File: src/rtl/slv_park_pkg.sv
package slv_park_pkg;

    typedef enum logic [1:0] {
        ARB_IDLE = 2'd0,
        ARB_PARK = 2'd1,
        ARB_BUSY = 2'd2
    } arb_state_t;

    typedef enum logic [1:0] {
        PARK_NONE  = 2'b00,
        PARK_LAST  = 2'b01,
        PARK_FIXED = 2'b10,
        PARK_RSVD  = 2'b11
    } park_mode_t;

endpackage

File: src/rtl/slv_park_rr.sv
// Round-robin picker: first requester after the pointer, circular order.
module slv_park_rr #(
    parameter int N_MST = 5,
    parameter int IW    = 3
) (
    input  logic [N_MST-1:0] req,
    input  logic [IW-1:0]    ptr,
    output logic             pick_vld,
    output logic [IW-1:0]    pick_idx
);

    always_comb begin
        pick_vld = 1'b0;
        pick_idx = '0;
        // Walk from the farthest offset down to the nearest, so the nearest wins.
        for (int off = N_MST; off >= 1; off--) begin
            if (req[(int'(ptr) + off) % N_MST]) begin
                pick_vld = 1'b1;
                pick_idx = IW'((int'(ptr) + off) % N_MST);
            end
        end
    end

endmodule

File: src/rtl/slv_park_target.sv
// Works out which master, if any, an idle slave should be parked on.
module slv_park_target
    import slv_park_pkg::*;
#(
    parameter int N_MST = 5,
    parameter int IW    = 3
) (
    input  logic [1:0]    mode,
    input  logic [IW-1:0] fixed_idx,
    input  logic [IW-1:0] last_idx,
    input  logic          last_vld,
    output logic          tgt_vld,
    output logic [IW-1:0] tgt_idx
);

    always_comb begin
        tgt_vld = 1'b0;
        tgt_idx = '0;
        unique case (park_mode_t'(mode))
            PARK_LAST: begin
                tgt_vld = last_vld;
                tgt_idx = last_idx;
            end
            PARK_FIXED: begin
                tgt_vld = (int'(fixed_idx) < N_MST);
                tgt_idx = fixed_idx;
            end
            PARK_NONE, PARK_RSVD: begin
                tgt_vld = 1'b0;
            end
            default: tgt_vld = 1'b0;
        endcase
    end

endmodule

File: src/rtl/slv_park_arb.sv
module slv_park_arb
    import slv_park_pkg::*;
#(
    parameter int N_MST = 5,
    localparam int IW   = (N_MST > 1) ? $clog2(N_MST) : 1
) (
    input  logic             clk,
    input  logic             rst_n,
    input  logic [N_MST-1:0] mst_req,
    input  logic             xfer_end,
    input  logic [1:0]       cfg_mode,
    input  logic [IW-1:0]    cfg_fixed_idx,
    output logic [N_MST-1:0] mst_gnt,
    output logic             park_gnt
);

    arb_state_t       st_q, st_d;
    logic [IW-1:0]    own_q, own_d;
    logic [IW-1:0]    lacc_q, lacc_d;
    logic             lvld_q, lvld_d;

    logic [N_MST-1:0] own_hot;
    logic             active;
    logic             decide;
    logic [N_MST-1:0] arb_req;
    logic [IW-1:0]    lst_idx;
    logic             lst_vld;
    logic             rr_vld;
    logic [IW-1:0]    rr_idx;
    logic             tgt_vld;
    logic [IW-1:0]    tgt_idx;

    assign own_hot = N_MST'(1) << own_q;
    // An access is running when busy, or when the parked master uses its grant.
    assign active  = (st_q == ARB_BUSY) || ((st_q == ARB_PARK) && mst_req[own_q]);
    // A boundary, or an idle slave, lets arbitration and parking take effect.
    assign decide  = !active || xfer_end;
    // The finishing owner's own request is the one being retired.
    assign arb_req = active ? (mst_req & ~own_hot) : mst_req;
    assign lst_idx = active ? own_q : lacc_q;
    assign lst_vld = active || lvld_q;

    slv_park_rr #(.N_MST(N_MST), .IW(IW)) u_rr (
        .req      (arb_req),
        .ptr      (lst_idx),
        .pick_vld (rr_vld),
        .pick_idx (rr_idx)
    );

    slv_park_target #(.N_MST(N_MST), .IW(IW)) u_tgt (
        .mode      (cfg_mode),
        .fixed_idx (cfg_fixed_idx),
        .last_idx  (lst_idx),
        .last_vld  (lst_vld),
        .tgt_vld   (tgt_vld),
        .tgt_idx   (tgt_idx)
    );

    // Next-state logic.
    always_comb begin
        st_d   = st_q;
        own_d  = own_q;
        lacc_d = active ? own_q : lacc_q;
        lvld_d = lst_vld;
        unique case (st_q)
            ARB_IDLE, ARB_PARK: begin
                if (decide) begin
                    if (rr_vld) begin             // T_GRANT
                        st_d  = ARB_BUSY;
                        own_d = rr_idx;
                    end else if (tgt_vld) begin   // T_PARK
                        st_d  = ARB_PARK;
                        own_d = tgt_idx;
                    end else begin                // T_RELEASE
                        st_d  = ARB_IDLE;
                    end
                end else begin                    // T_HIT
                    st_d = ARB_BUSY;
                end
            end
            ARB_BUSY: begin
                if (decide) begin
                    if (rr_vld) begin             // T_HANDOFF
                        st_d  = ARB_BUSY;
                        own_d = rr_idx;
                    end else if (tgt_vld) begin   // T_PARK
                        st_d  = ARB_PARK;
                        own_d = tgt_idx;
                    end else begin                // T_RELEASE
                        st_d  = ARB_IDLE;
                    end
                end                               // else T_HOLD
            end
            default: st_d = ARB_IDLE;
        endcase
    end

    // State register.
    always_ff @(posedge clk) begin
        if (!rst_n) begin
            st_q   <= ARB_IDLE;
            own_q  <= '0;
            lacc_q <= '0;
            lvld_q <= 1'b0;
        end else begin
            st_q   <= st_d;
            own_q  <= own_d;
            lacc_q <= lacc_d;
            lvld_q <= lvld_d;
        end
    end

    // Outputs.
    always_comb begin
        mst_gnt  = '0;
        park_gnt = 1'b0;
        unique case (st_q)
            ARB_IDLE: mst_gnt = '0;
            ARB_PARK: begin
                mst_gnt  = own_hot;
                park_gnt = 1'b1;
            end
            ARB_BUSY: mst_gnt = own_hot;
            default:  mst_gnt = '0;
        endcase
    end

endmodule

File: config.mk
export PLATFORM = sky130hd
export DESIGN_NAME = slv_park_arb
export DESIGN_NICKNAME = d
export VERILOG_FILES = /design/src/rtl/slv_park_pkg.sv /design/src/rtl/slv_park_rr.sv /design/src/rtl/slv_park_target.sv /design/src/rtl/slv_park_arb.sv
export SDC_FILE = /design/constraint.sdc
export NUM_CORES = 1
export LEC_CHECK = 0
export BUFFER_PORTS_ARGS = -buffer_cell sky130_fd_sc_hd__buf_2
export CAP_MARGIN = 20
export CELL_PAD_IN_SITES_DETAIL_PLACEMENT = 1
export CELL_PAD_IN_SITES_GLOBAL_PLACEMENT = 2
export CORE_ASPECT_RATIO = 1.1
export CORE_MARGIN = 5
export CORE_UTILIZATION = 38
export CTS_BUF_LIST = sky130_fd_sc_hd__clkbuf_8
export DETAILED_ROUTE_END_ITERATION = 7
export PLACE_DENSITY_LB_ADDON = 0.2
export SLEW_MARGIN = 20
export SYNTH_ARGS = -nofsm -noshare
export SYNTH_HDL_FRONTEND = slang
export SYNTH_SLANG_ARGS = --single-unit
File: constraint.sdc
create_clock -name clk -period 8.3 [get_ports clk]
set_clock_uncertainty 0.05 [all_clocks]
set_input_delay 0.415 -clock clk [delete_from_list [all_inputs] [get_ports clk]]
set_output_delay 0.415 -clock clk [all_outputs]
set_load 0.005 [all_outputs]
==> flow_summary_export.csv, run 1 <==
group,metric,value,unit
outcome,status,"complete, no violations",
place,placedCellCount,473,
logic_synthesis,synth_edf_count,0,
hold_path,min_from,"lvld_q$_SDFF_PN0_",
place,port_buffers,18,
layout,area_growth,5.281,%
timing,layout_min_cycle_time,7.078,ns
layout,diodes,0,
floorplan,die_width,93.16,um
cts,cts_setup_buffers,0,
layout,fin_cells,477,
floorplan,die-area,9452,um2
floorplan,start_util,38.89,%
logic_synthesis,ys_seq_elements,9,
logic_synthesis,synth_cell_types,88,
timing,slew_viol_final,0,
logic_synthesis,syn_inst,386,
routing,viasPerCell,6.463,
cts,cts_inserted_buffers,3,
timing,hold_viol,0,
timing,rsz0062_at_grt,"false",
floorplan,io_pins,19,
timing,final.setup.tns,0,ns
logic_synthesis,avgSynthCellArea,7.488,um2
cts,cts_tree,"built",
routing,route.vias.total,3083,
grt,grt_start_max_net_pins,27,
setup_path,critPathBufInv,1,
routing,post_drt_wl_per_cell,21.42,um
setup_path,cpPeakStageDelay,0.72,ns
hold_path,hold_path_class,"register to register",
cts,clk_pin_slew,0.04,ns
logic_synthesis,seq_area_frac_synth,6.234,%
cts,cts_root_buf,"clkbuf_8",
run,maxCapViolCount,0,
grt,overflow,0,
grt,grt_util_all_layers,22.08,%
setup_path,critPathKind,"register to register",
setup_path,crit_fanout,26,
floorplan,core,7432,um2
floorplan,die_y,101.5,um
timing,worst_pin_slew,0.8243,ns
setup_path,r2r-start,"own_q[1]$_SDFFE_PN0P_",
timing,setup_violations,0,
layout,final_cell_area,3043,um2
cts,cts_resized,0,
grt,grt_pass1_wl,16700,um
routing,route.antenna.remaining_nets,0,
setup_path,worst_ep_required_time,8.41,ns
grt,antenna_found_initial,0,
logic_synthesis,synthArstFlopShare,0,%
setup_path,critical-path-top-delay-family,"simple AND/OR/NAND/NOR gates",
place,post-place-ws,1.204,ns
layout,drive_above_1_share,17.95,%
floorplan,num_rows,33,
routing,wl,10220,um
setup_path,endpoint_kind,"register",
layout,final.fill_count,967,
cts,clock_sinks,9,
setup_path,r2r_setup_slack,1.22,ns
place,routabilityCongestion,0.8627,
layout,layout_common_cells,"ha_1, nor2_1, o21ai_0",
place,dpl_cell_area,2998,um2
logic_synthesis,yosys_warnings,0,
routing,dr.first_iter.drc_count,140,
layout,layout.nets,433,
cts,clock_latency,0.23,ns
timing,max_slew_margin,44.67,%
timing,layout_worst_path_cycle_share,85.28,%
setup_path,critPathArrivalTime,7.19,ns
setup_path,slowest_stage,"dfxtp_1",
routing,drc_errors,0,
cts,ctsLongestPathBuffers,2,
cts,postCtsHoldBufs,0,
setup_path,startpoint,"own_q[1]$_SDFFE_PN0P_",
cts,h-tree-depth,1,
timing,setup_ws,1.222,ns
place,dp_hpwl,8083,um
timing,max_freq,0.1413,GHz
routing,drt_pass1_iterations,4,
grt,grt_pass1_vias,3111,
logic_synthesis,netlist_area,2890,um2
logic_synthesis,syn-num-nets,428,
logic_synthesis,synth_ff_type,"dfxtp_1",
layout,mostFrequentLayoutCell,"ha_1",
setup_path,crit_path_start_kind,"register",
worst paths after layout:
check	depth (start not counted)	end
worst max-delay path	25	st_q[0]$_SDFFE_PN0P_
worst min-delay path	1	lvld_q$_SDFF_PN0_
worst max register to register	25	st_q[0]$_SDFFE_PN0P_
worst min register to register	1	lvld_q$_SDFF_PN0_
cell families after synthesis:
family                     count (synthesis)  synth area share [%]
AOI/OAI and AO/OA                        128                 34.72
xor gates and xnor gates                   6                 1.818
adders and majority gates                 29                 12.55
buffers and inverters                     46                 7.445
DFF                                        9                 6.234
muxes                                     20                 7.489
and+or+nand+nor                          148                 29.74
metal layers:
layer	global-route usage [%]	part of all wire, %	up-vias	wire length (um)
li1	-	-	1500	-
met1	28.05	46	1517	4724
met2	40.61	50	52	5074
met3	1.486	2.2	14	226
met4	5.299	1.9	0	191
met5	0	0	-	0
synthesized netlist by cell type (7+ instances only):
library cell / number / share of area, %
dfxtp_1: 9 / 6.2
nor3_1: 15 / 2.6
nand2_1: 23 / 3.0
and2_1: 8 / 1.7
o21ai_0: 25 / 4.3
clkbuf_1: 10 / 1.3
nor2_1: 25 / 3.2
buf_2: 7 / 1.2
nand3_1: 13 / 2.3
a21oi_1: 16 / 2.8
inv_1: 18 / 2.3
mux2i_1: 12 / 4.2
or2_2: 7 / 1.5
ha_1: 29 / 13
o21a_1: 7 / 1.8
flip-flops by register name, summed over array words and instances (netlist names):
name and cells:
lacc_q 3, lvld_q 1, own_q 3, st_q 2
per-stage QoR:
stage               hold WS, ns  utilization, %
floorplan                0.3853               -
global placement         0.4143           40.34
global route             0.4624           40.94
detailed placement       0.4194           40.34
finish                   0.4379           40.94
CTS                      0.4396           40.94
layout make-up:
class                   instances  area (um2)  area share (%)
multi-input cells             331        2495           81.99
flip-flops and latches          9       180.2           5.921
repair buffers                 23       127.6           4.194
well taps                      87       108.9           3.577
inverters                      23       86.33           2.837
clock buffers                   3       41.29           1.357
clock inverters                 1       3.754          0.1234
Power of run 1 is left out: the tool's default activity adds up to more than one toggle a clock period on the data nets, which glitch-free logic cannot reach.
==> run 2: changes to the inputs <==
- CORE_UTILIZATION: 38 -> 40
- PLACE_DENSITY: not set -> 0.95
- PLACE_DENSITY_LB_ADDON: 0.2 -> not set
- clock period: 8.3 -> 8.9 ns (I/O delays scaled with it)
==> run 2 against run 1 <==
  * Register-to-register slack improved by 0.41 ns
  * Critical path depth did not move
  * Clock-buffer cell count is the same
  * Global-route usage fell by 1.3 points
  * Cell count down 0.42%
  * Flip-flop and latch count unchanged
  * Critical endpoint unchanged
  * Fmax fell by 2.7%
  * Routed wire length is 5.1% lower
  * First-iteration DRC count rose by 64%
==> flow_summary_export.csv, run 2 (synthesis results as in run 1) <==
group,metric,value,unit
outcome,status,"complete, no violations",
cts,h-tree-depth,1,
timing,final.setup.tns,0,ns
timing,layout_worst_path_cycle_share,81.71,%
layout,layout_common_cells,"ha_1, nor2_1, o21ai_0",
grt,antenna_found_initial,0,
routing,route.vias.total,3122,
floorplan,start_util,41.02,%
setup_path,r2r-start,"own_q[1]$_SDFFE_PN0P_",
cts,clock_sinks,9,
grt,overflow,0,
timing,layout_min_cycle_time,7.272,ns
grt,grt_pass1_vias,3129,
grt,use_met3,1.135,%
cts,cts_inserted_buffers,3,
timing,setup_violations,0,
grt,grt_util_all_layers,20.80,%
timing,max_freq,0.1375,GHz
setup_path,r2r_setup_slack,1.63,ns
cts,cts_resized,0,
floorplan,die_width,91.05,um
grt,grt_start_max_net_pins,27,
setup_path,crit_fanout,26,
layout,top_regs,"lacc_q x3, own_q x3, st_q x2",
place,routabilityCongestion,0.8934,
grt,met2_usage,35.63,%
floorplan,num_rows,32,
setup_path,reg2reg_depth,25,
run,maxCapViolCount,0,
hold_path,holdPathStages,1,
floorplan,die-area,9028,um2
layout,mostFrequentLayoutCell,"ha_1",
layout,layout.nets,433,
timing,rsz0062_at_grt,"false",
timing,slew_viol_final,0,
grt,grt_most_used_layer,"met2",
timing,worst_pin_slew,1.111,ns
routing,dr.first_iter.drc_count,230,
setup_path,worst_ep_required_time,9.02,ns
routing,route.antenna.remaining_nets,0,
cts,cts_setup_buffers,0,
cts,clk_pin_slew,0.04,ns
cts,cts_root_buf,"clkbuf_8",
layout,diodes,0,
setup_path,critPathArrivalTime,7.39,ns
routing,viasPerCell,6.573,
place,port_buffers,18,
cts,clock_latency,0.24,ns
hold_path,min_from,"lvld_q$_SDFF_PN0_",
layout,area_growth,5.195,%
routing,post_drt_wl_per_cell,20.41,um
setup_path,crit_path_start_kind,"register",
floorplan,io_pins,19,
setup_path,r2r_end,"st_q[0]$_SDFFE_PN0P_",
cts,cts_tree,"built",
hold_path,hold_path_class,"register to register",
routing,wl,9694,um
timing,max_slew_margin,24.95,%
grt,grt_pass1_wl,15730,um
floorplan,die_y,99.16,um
routing,drt_pass1_iterations,4,
routing,drc_errors,0,
cts,postCtsHoldBufs,0,
place,dp_hpwl,7477,um
hold_path,holdPathEnd,"lvld_q$_SDFF_PN0_",
cts,ctsLongestPathBuffers,2,
grt,grt_use_met1,27.56,%
setup_path,endpoint_kind,"register",
layout,drive_above_1_share,17.95,%
floorplan,core,7047,um2
timing,hold_viol,0,
setup_path,critPathKind,"register to register",
[run 2: cell counts in the layout (fill, tap and decap cells not counted)]
No cell type changed its count.
[run 2: metal layers]
metal | wire (um) | vias up
li1 | - | 1503
met1 | 4306 | 1511
met2 | 4686 | 86
met3 | 462 | 22
met4 | 239 | 0
met5 | 0 | -
[run 2: through the flow]
stage | area, um2 | worst slack [ns] | hold slack (ns) | instances | util [%]
floorplan | 2890 | 2.876 | 0.3853 | 386 | -
global placement | 2995 | 2.120 | 0.4008 | 471 | 42.51
detailed placement | 2995 | 1.746 | 0.4059 | 471 | 42.51
CTS | 3040 | 1.717 | 0.4175 | 475 | 43.15
global route | 3040 | 1.191 | 0.4465 | 475 | 43.15
finish | 3040 | 1.628 | 0.4197 | 475 | 43.15
[run 2: worst max path at each step]
| stage | start | endpoint | slack, ns | cells past startpoint |
|---|---|---|---|---|
| global route | own_q[1]$_SDFFE_PN0P_ | st_q[0]$_SDFFE_PN0P_ | 1.19 | 25 |
| finish | own_q[1]$_SDFFE_PN0P_ | st_q[0]$_SDFFE_PN0P_ | 1.63 | 25 |
| floorplan | st_q[1]$_SDFFE_PN0P_ | st_q[0]$_SDFFE_PN0P_ | 2.88 | 26 |
| global placement | own_q[1]$_SDFFE_PN0P_ | st_q[0]$_SDFFE_PN0P_ | 2.12 | 25 |
| CTS | own_q[1]$_SDFFE_PN0P_ | st_q[0]$_SDFFE_PN0P_ | 1.72 | 25 |
| detailed placement | own_q[1]$_SDFFE_PN0P_ | st_q[0]$_SDFFE_PN0P_ | 1.75 | 25 |
[run 2: area by class of cell]
cell class	instances	area (um2)
multi-input cells	331	2495
inverters	23	86.33
repair buffers	23	127.6
flip-flops and latches	9	180.2
fillers	889	4006
well taps	85	106.4
clock buffers	3	41.29
clock inverters	1	3.754
[run 2: worst max-delay path: stages (launching register included)]
cell      delay (ns)
dfxtp_1         0.73
mux2_2          0.45
a22oi_4         0.25
a31o_2          0.59
inv_2           0.28
ha_1            0.37
nor3_1          0.31
or2_2           0.20
ha_1            0.21
nor2_1          0.08
nand2_1         0.11
a21oi_1         0.08
or4_4           0.54
nand2_1         0.17
ha_1            0.22
nand2b_1        0.08
nand2_1         0.11
nor2_1          0.05
a221oi_1        0.32
o211ai_1        0.29
nor3_1          0.30
mux2_2          0.41
nor2_4          0.22
nand2_4         0.07
or4b_1          0.53
a21boi_1        0.15
Power of run 2 is left out for the same reason.
